===== src/rtl/lcm_pkg.sv =====
package lcm_pkg;

    typedef enum logic [1:0] {
        SYM_ZERO = 2'd0,
        SYM_BIP  = 2'd1,
        SYM_VIOL = 2'd2
    } sym_t;

    // Packed MSB first: the field order is the bit order 7..4 of the status word
    typedef struct packed {
        logic zero_run;
        logic long_run;
        logic codeword;
        logic tick;
    } evt_t;

    localparam int STATUS_W = 8;
    localparam int EVT_N    = $bits(evt_t);
    localparam int SPARE_W  = STATUS_W - EVT_N;

    // Classify one received symbol against the polarity of the last mark
    function automatic sym_t classify(input logic pos, input logic neg,
                                      input logic seen, input logic last_pos);
        sym_t s;
        if (!pos && !neg)
            s = SYM_ZERO;
        else if (seen && (pos == last_pos))
            s = SYM_VIOL;
        else
            s = SYM_BIP;
        return s;
    endfunction

endpackage


===== src/rtl/lcm_zero_run.sv =====
module lcm_zero_run #(
    parameter int RUN_MAX = 16,
    parameter int E1_RUN  = 4,
    parameter int T1_RUN  = 8
) (
    input  logic clk,
    input  logic rst,
    input  logic t1_mode,
    input  logic is_zero,
    output logic short_hit,
    output logic long_hit
);
    localparam int RUN_W = $clog2(RUN_MAX + 1);

    logic [RUN_W-1:0] run_q;
    logic [RUN_W-1:0] run_inc;
    logic [RUN_W-1:0] thr;
    logic             sat;

    assign sat     = (run_q == RUN_W'(RUN_MAX));
    assign run_inc = sat ? run_q : run_q + RUN_W'(1);
    assign thr     = t1_mode ? RUN_W'(T1_RUN) : RUN_W'(E1_RUN);

    // Fire only on the step that reaches the threshold
    assign short_hit = is_zero && !sat && (run_inc == thr);
    assign long_hit  = is_zero && (run_q == RUN_W'(RUN_MAX - 1));

    always_ff @(posedge clk) begin
        if (rst)
            run_q <= '0;
        else if (!is_zero)
            run_q <= '0;
        else
            run_q <= run_inc;
    end

endmodule


===== src/rtl/lcm_codeword_det.sv =====
module lcm_codeword_det #(
    parameter int HIST = 7
) (
    input  logic clk,
    input  logic rst,
    input  logic t1_mode,
    input  logic rx_pos,
    input  logic rx_neg,
    output logic cw_hit
);
    import lcm_pkg::*;

    sym_t hist_q [HIST];
    sym_t cur;
    logic seen_q;
    logic pos_q;
    logic b8_hit;
    logic hdb_hit;

    assign cur = classify(rx_pos, rx_neg, seen_q, pos_q);

    // hist_q[0] is the previous symbol; oldest of 0,0,0,V,B,0,V,B sits in hist_q[6]
    assign b8_hit = (cur == SYM_BIP)  && (hist_q[0] == SYM_VIOL) &&
                    (hist_q[1] == SYM_ZERO) && (hist_q[2] == SYM_BIP) &&
                    (hist_q[3] == SYM_VIOL) && (hist_q[4] == SYM_ZERO) &&
                    (hist_q[5] == SYM_ZERO) && (hist_q[6] == SYM_ZERO);

    assign hdb_hit = (cur == SYM_VIOL) && (hist_q[0] == SYM_ZERO) &&
                     (hist_q[1] == SYM_ZERO) &&
                     ((hist_q[2] == SYM_ZERO) || (hist_q[2] == SYM_BIP));

    assign cw_hit = t1_mode ? b8_hit : hdb_hit;

    always_ff @(posedge clk) begin
        if (rst) begin
            seen_q <= 1'b0;
            pos_q  <= 1'b0;
            for (int i = 0; i < HIST; i++) hist_q[i] <= SYM_ZERO;
        end else begin
            hist_q[0] <= cur;
            for (int i = 1; i < HIST; i++) hist_q[i] <= hist_q[i-1];
            if (rx_pos || rx_neg) begin
                seen_q <= 1'b1;
                pos_q  <= rx_pos;
            end
        end
    end

endmodule


===== src/rtl/lcm_sec_timer.sv =====
module lcm_sec_timer #(
    parameter int E1_TICKS = 2048000,
    parameter int T1_TICKS = 1544000
) (
    input  logic clk,
    input  logic rst,
    input  logic t1_mode,
    output logic tick
);
    localparam int MAX_T = (E1_TICKS > T1_TICKS) ? E1_TICKS : T1_TICKS;
    localparam int CNT_W = $clog2(MAX_T + 1);

    logic [CNT_W-1:0] cnt_q;
    logic [CNT_W-1:0] last;

    assign last = t1_mode ? CNT_W'(T1_TICKS - 1) : CNT_W'(E1_TICKS - 1);
    assign tick = (cnt_q >= last);

    always_ff @(posedge clk) begin
        if (rst)
            cnt_q <= '0;
        else if (tick)
            cnt_q <= '0;
        else
            cnt_q <= cnt_q + CNT_W'(1);
    end

endmodule


===== src/rtl/lcm_status_reg.sv =====
module lcm_status_reg
    import lcm_pkg::*;
(
    input  logic                clk,
    input  logic                rst,
    input  evt_t                evt,
    input  logic                rd_stb,
    output logic [STATUS_W-1:0] status
);
    logic [EVT_N-1:0] hit;
    logic [EVT_N-1:0] sticky_q;

    assign hit = evt;

    for (genvar i = 0; i < EVT_N; i++) begin : g_bit
        // A fresh event outranks the clear of a read in the same cycle
        always_ff @(posedge clk) begin
            if (rst)
                sticky_q[i] <= 1'b0;
            else
                sticky_q[i] <= hit[i] | (sticky_q[i] & ~rd_stb);
        end
    end

    assign status = {sticky_q, {SPARE_W{1'b0}}};

endmodule


===== src/rtl/rx_line_status_mon.sv =====
module rx_line_status_mon
    import lcm_pkg::*;
#(
    parameter int E1_TICKS = 2048000,
    parameter int T1_TICKS = 1544000,
    parameter int RUN_MAX  = 16,
    parameter int E1_RUN   = 4,
    parameter int T1_RUN   = 8
) (
    input  logic       clk,
    input  logic       rst,
    input  logic       t1_mode,
    input  logic       rx_pos,
    input  logic       rx_neg,
    input  logic       rd_stb,
    output logic [7:0] rd_data
);
    evt_t evt;
    logic is_zero;

    assign is_zero = !rx_pos && !rx_neg;

    lcm_zero_run #(
        .RUN_MAX(RUN_MAX), .E1_RUN(E1_RUN), .T1_RUN(T1_RUN)
    ) u_run (
        .clk(clk), .rst(rst), .t1_mode(t1_mode), .is_zero(is_zero),
        .short_hit(evt.zero_run), .long_hit(evt.long_run)
    );

    lcm_codeword_det #(.HIST(7)) u_cw (
        .clk(clk), .rst(rst), .t1_mode(t1_mode),
        .rx_pos(rx_pos), .rx_neg(rx_neg), .cw_hit(evt.codeword)
    );

    lcm_sec_timer #(.E1_TICKS(E1_TICKS), .T1_TICKS(T1_TICKS)) u_sec (
        .clk(clk), .rst(rst), .t1_mode(t1_mode), .tick(evt.tick)
    );

    lcm_status_reg u_stat (
        .clk(clk), .rst(rst), .evt(evt), .rd_stb(rd_stb), .status(rd_data)
    );

endmodule


===== config.mk =====
export PLATFORM = sky130hd
export DESIGN_NAME = rx_line_status_mon
export DESIGN_NICKNAME = d
export VERILOG_FILES = /design/src/rtl/lcm_pkg.sv /design/src/rtl/lcm_zero_run.sv /design/src/rtl/lcm_codeword_det.sv /design/src/rtl/lcm_sec_timer.sv /design/src/rtl/lcm_status_reg.sv /design/src/rtl/rx_line_status_mon.sv
export SDC_FILE = /design/constraint.sdc
export NUM_CORES = 1
export LEC_CHECK = 0
export BUFFER_PORTS_ARGS = -buffer_cell sky130_fd_sc_hd__buf_2
export CELL_PAD_IN_SITES_DETAIL_PLACEMENT = 0
export CELL_PAD_IN_SITES_GLOBAL_PLACEMENT = 1
export CORE_MARGIN = 4
export CORE_UTILIZATION = 46
export CTS_CLUSTER_SIZE = 10
export DETAILED_ROUTE_END_ITERATION = 16
export GPL_TIMING_DRIVEN = 0
export HOLD_SLACK_MARGIN = 0.03
export PLACE_DENSITY = 0.84
export SETUP_SLACK_MARGIN = 0.1
export SLEW_MARGIN = 20
export SYNTH_ARGS = -nofsm -noshare
export SYNTH_HDL_FRONTEND = slang
export SYNTH_HIERARCHICAL = 1
export SYNTH_SLANG_ARGS = --single-unit

===== constraint.sdc =====
create_clock -name clk -period 1.9 [get_ports clk]
set_clock_uncertainty 0.1 [all_clocks]
set_input_delay 0.285 -clock clk [delete_from_list [all_inputs] [get_ports clk]]
set_output_delay 0.285 -clock clk [all_outputs]
set_load 0.02 [all_outputs]

Yosys cells after proc, flatten, opt, wreduce, memory -nomap -nowiden

Memories as Yosys holds them, arrays and structs flattened.
Index checks and enable logic that the tools add are counted.

Output and inout port bits: 8
Input bits: 6
Memories: 1
Register bits: 32
RAM bits: 14
Word-level logic and storage cells: 82

Reduce and logical (&&, ||, !) cells: 28
Bitwise gates (word level): 17
Add/sub/neg operators: 2
Muxes and demuxes: 16
Equality and inequality tests: 9
Order comparisons: 1

Memory list:

| name        | depth | bits a word | rd ports | clocked after memory_dff | write ports | line                   | text |
|---|---|---|---|---|---|---|---|
| u_cw.hist_q | 7     | 2           | 7        | 0                        | 7           | lcm_codeword_det.sv:13 | `sym_t hist_q [HIST];` |

Operator list:

| kind                                                             | count |
|---|---|
| 21-bit by 1-bit adder with 21-bit output (second input constant) | 1 |
| 21-bit greater-or-equal comparator                               | 1 |
| 20-bit 2-to-1 mux                                                | 1 |
| 2-bit 2-to-1 mux                                                 | 9 |
| 1-bit logical AND                                                | 15 |
| 2-bit logical NOT                                                | 6 |
| 1-bit bitwise OR                                                 | 11 |
| 2-bit == test (second input constant)                            | 3 |
| 5-bit by 1-bit adder with 5-bit output (second input constant)   | 1 |
| 5-bit by 4-bit == test with 1-bit output (second input constant) | 1 |
| 5-bit == test                                                    | 1 |
| 5-bit == test (second input constant)                            | 1 |
| 5-bit 2-to-1 mux                                                 | 1 |
| 1-bit AND                                                        | 4 |
| 2-bit by 1-bit == test with 1-bit output (second input constant) | 2 |
| 1-bit 2-to-1 mux                                                 | 4 |
| 4-bit 2-to-1 mux                                                 | 1 |
| 2-bit OR reduction                                               | 2 |
| 1-bit logical NOT                                                | 3 |
| 1-bit logical OR                                                 | 2 |
| 1-bit NOT                                                        | 2 |
| 1-bit == test                                                    | 1 |

Depth between registers and ports, before layout

Depth in word-level cells: 14
Gate-level depth with buffers: 8
Depth with buffers taken out: 8

Cells and area by module

Netlist, hierarchy kept.

Modules (own cells, without submodules):

| module             | cells each | area an instance (sq um) | seq. area each (sq um) | times used |
|---|---|---|---|---|
| lcm_sec_timer      | 119        | 1077.3                   | 420.4                  | 1 |
| lcm_codeword_det   | 47         | 518.0                    | 320.3                  | 1 |
| lcm_zero_run       | 40         | 337.8                    | 100.1                  | 1 |
| lcm_status_reg     | 21         | 173.9                    | 80.1                   | 1 |
| rx_line_status_mon | 1          | 3.8                      | 0.0                    | 1 |

Least setup slack after synthesis

OpenSTA, ideal clock, no wires.

Path type: register -> register
Start point: reg u_sec.cnt_q[13]
End point: reg u_sec.cnt_q[11]
Setup slack: 211 ps
Stages on the path, launching flop included: 8
Library setup time: 115 ps
Required time: 1685 ps
Arrival: 1474 ps
Path through: dfxtp_1 > ha_1 > nand4_1 > nor4b_2 > o221ai_1 > nand4b_1 > buf_4 > nor2_1

Word-level cells in the longest chain between the ends: 2

Ends and longest elaborated chain:

| what                                | line                | text |
|---|---|---|
| start: declaration                  | lcm_sec_timer.sv:13 | `logic [CNT_W-1:0] cnt_q;` |
| start signal: assignment            | lcm_sec_timer.sv:25 | `cnt_q <= cnt_q + CNT_W'(1);` |
| 21-bit greater-or-equal comparator  | lcm_sec_timer.sv:17 | `assign tick = (cnt_q >= last);` |
| 2-bit OR reduction (no source line) | n/a                 |  |

No other way between the ends.
A chain may end at the register's enable or synchronous reset.

Final worst setup path

Start point: reg u_sec.cnt_q[7]
End point: reg u_sec.cnt_q[13]

Word-level cells in the longest chain between the ends: 2
Elaborated cells between the ends (all ways): 3
Classes of those cells: add/sub: 1; order compare: 1; reduce/logical: 1

Ends and longest elaborated chain:

| what                                | line |
|---|---|
| 21-bit greater-or-equal comparator  | lcm_sec_timer.sv:17 |
| 2-bit OR reduction (no source line) | n/a |

Several ways; a longest one is shown, not always the timed one.

==> results.md <==
* Vias in the first global route at 1,486
* Vias at 1,537
* CP required at 2.03 ns
* Async set or reset register ratio after synthesis at 0
* Core Util, Final at 0.550
* Chip height at 75.7 um
* CTS Buffer Depth at 2
* Clk sinks at 46
* Setup CP Type: flip-flop to flip-flop
* Unique masters post-synth at 41
* CP Launch Type: flip-flop
* Initial antenna violation count at 0
* CTS Root Cell: clkbuf_8
* Syn Inst Count at 228
* Site Rows at 24
* Skew-Pair Late Insertion Delay at 0.30 ns
* DR WL/cell at 12.0 um
* H-tree depth at 2
* Residual DRC count at 0
* Dpl hpwl at 2.53 mm
* Worst vdd ir at 0.448 mV
* DRT antenna net count at 0
* Gr usage total at 0.139
* First-pass GRT wire length at 6.10 mm
* Dpl cells at 292
* HP Class: input port to flip-flop
* Largest net degree at the start of global routing at 17
* Diode count at 0
* Crit-path max FO at 5
* Fill cells at 431
* CP Buf/Inv Count at 2
* RSZ-0062 raised after global routing: true
* Crit path arrival time at 2.03 ns
* First drt pass iteration count at 4
* # Max-Cap Violations at 0
* Period utilization at 1.00
* Hold slack final at 0.131 ns
* Area growth, synth to finish at 14.2%
* Fin. Hold Viols at 0
* Crit path setup slack, layout at -0.00135 ns
* Number of nets in the layout at 269
* Max Fclk at 526 MHz
* Routed vias/inst at 5.02
* Fin crit period at 1.90 ns
* Crit-path leading delay family: compound AO/OA/AOI/OAI gates
* Placer Congestion at 0.737
* Slowest cell on crit path: dfxtp_1
* Post-synth EDFFs at 0
* Most used DFF post-synth: dfxtp_1
* Synthesized area per cell at 9.26 um2
* Initial Utilization at 0.481
* Critical path's largest stage delay at 0.44 ns
* Top Ports at 14
* Clock slew at reported path FFs at 0.09 ns
* CP Cell Sequence: ha_1 -> a211o_1 -> o221ai_2 -> nand4b_1 -> buf_4 -> buf_6 -> nor2_1
* Cell taking the most area after synthesis: dfxtp_1
* Seq/Total Area, Yosys at 0.436
* Max Transition Viols Final at 0
* Inserted Clock Buffers at 5
* CTS hold repair buffers at 0
* # setup viols final at 1
* Synth area leaders: dfxtp_1, ha_1, xor2_1
* Fin cells at 306
* Status: complete, but fails checks
* Crit end category: flip-flop
* CTS tree: yes
* PwrDens at 700 nW/um2
* Final wirelength at 3.66 mm
* Total gr overflow at 0
* Pleak at 0.921 nW
* Port bufs at 9
* Die W at 75.7 um
* Die Footprint at 5740 um2
* Syn Std Cell Area at 2110 um2
* DRT iter0 DRCs at 66
* Core Footprint at 4380 um2
* Share of layout cells above drive strength 1 at 0.185
* Ys Warns at 6
* Seq cells post-synth at 46
* Top-area cell type share of the netlist area at 0.436
* Failing checks: setup timing
-- state kept, by name (all words and copies together), names as in the netlist --
name and count:
u_cw/hist_q 14, u_cw/seen_q 1, u_sec/cnt_q 21, u_run/run_q 5, u_cw/pos_q 1, u_stat/status 4
-- power by group --
part | leakage (nW) | switching (mW) | internal (mW)
registers | 0.374 | 0.0126 | 0.980
logic | 0.507 | 0.0569 | 0.0419
clock network | 0.0408 | 0.334 | 0.263
-- worst register-to-register path, cell delays in order, from the launching register on --
cell and delay (ns):
dfxtp_1 0.44, ha_1 0.30, a211o_1 0.28, o221ai_2 0.19, nand4b_1 0.15, buf_4 0.18
buf_6 0.12, nor2_1 0.09
-- kinds of logic (layout without fill, tap and decap cells) --
group | count (synthesis) | in the layout | synth area share
AO/OA/AOI/OAI | 19 | 19 | 0.0628
XOR/XNOR | 23 | 23 | 0.0954
other | 1 | 4 | 0.00178
flip-flops | 46 | 46 | 0.436
buffers and inverters | 20 | 43 | 0.0468
adder cells (fa/ha/maj) | 10 | 10 | 0.0593
AND/OR/NAND/NOR | 109 | 109 | 0.298
-- area by class of cell --
cell class | instances | area (um2) | share of cell area
repair buffers | 15 | 93.8 | 0.0389
multi-input cells | 165 | 1130 | 0.470
inverters | 12 | 45.0 | 0.0187
well taps | 52 | 65.1 | 0.0270
plain buffers | 8 | 57.6 | 0.0239
clock buffers | 5 | 68.8 | 0.0285
clock inverters | 3 | 23.8 | 0.00986
flip-flops and latches | 46 | 923 | 0.383
-- what timing repair did --
| item | in CTS | in global routing |
|---|---|---|
| setup buffers | 5 | 0 |
| setup endpoints to repair | 20 | 22 |
| resized for setup | 6 | 3 |
| pin swaps | 0 | 2 |
| gates cloned | 1 | 0 |
-- worst paths after layout --
| path | slack, ns | cells after the start | endpoint | start |
|---|---|---|---|---|
| max | -0.001 | 7 | u_sec/cnt_q[13] | u_sec/cnt_q[7] |
| min | 0.13 | 3 | u_cw/seen_q | rx_neg |
| max reg2reg | -0.001 | 7 | u_sec/cnt_q[13] | u_sec/cnt_q[7] |
| min reg2reg | 0.36 | 1 | u_cw/hist_q[2][0] | u_cw/hist_q[1][0] |
-- layout by cell type, fill, tap and decap left out, types with 3 or more instances in the layout --
cell and n:
a21oi_1 7, conb_1 4, clkbuf_8 5, nand2_1 15, buf_2 10, nor2_1 29
ha_1 9, xor2_1 13, dfxtp_1 44, nor2b_1 16, xnor2_1 10, nor3_1 6
inv_1 12, nand2b_1 6, nand4_1 5, nor2_2 3, buf_4 10, nand3_1 11
-- per-layer routing --
layer / global-route usage / vias up / part of all wire
li1: - / 809 / -
met1: 0.161 / 705 / 0.48
met2: 0.234 / 17 / 0.48
met3: 0.0409 / 6 / 0.030
met4: 0.0680 / 0 / 0.017
met5: 0 / - / 0
-- cell usage after synthesis (2+ instances only) --
master,n
nor3_1,6
nor2b_1,16
nand2b_1,6
a21oi_1,8
nor2_1,29
nor2_2,3
dfxtp_1,46
nand3_1,11
nand3_2,2
nand4bb_1,2
and4_1,2
inv_1,12
xnor2_1,10
a211o_1,2
nand2_1,15
nand4_1,5
a211oi_1,2
xor2_1,13
buf_4,6
or3_1,2
ha_1,10
-- stage by stage --
| step | setup TNS, ns | total power [mW] | instance area, um2 | worst slack (ns) |
|---|---|---|---|---|
| 2_1_floorplan | 0 | 1.08 | 2120 | 0.211 |
| 3_3_place_gp | -5.04 | 1.10 | 2230 | -0.261 |
| 3_5_place_dp | -6.27 | 1.11 | 2230 | -0.316 |
| 4_1_cts | -0.184 | 1.72 | 2390 | -0.0253 |
| 5_1_grt | -1.81 | 1.78 | 2410 | -0.116 |
| 6_report | -0.00135 | 1.69 | 2410 | -0.00135 |
Note: power is estimated with default switching activity, not from simulation.
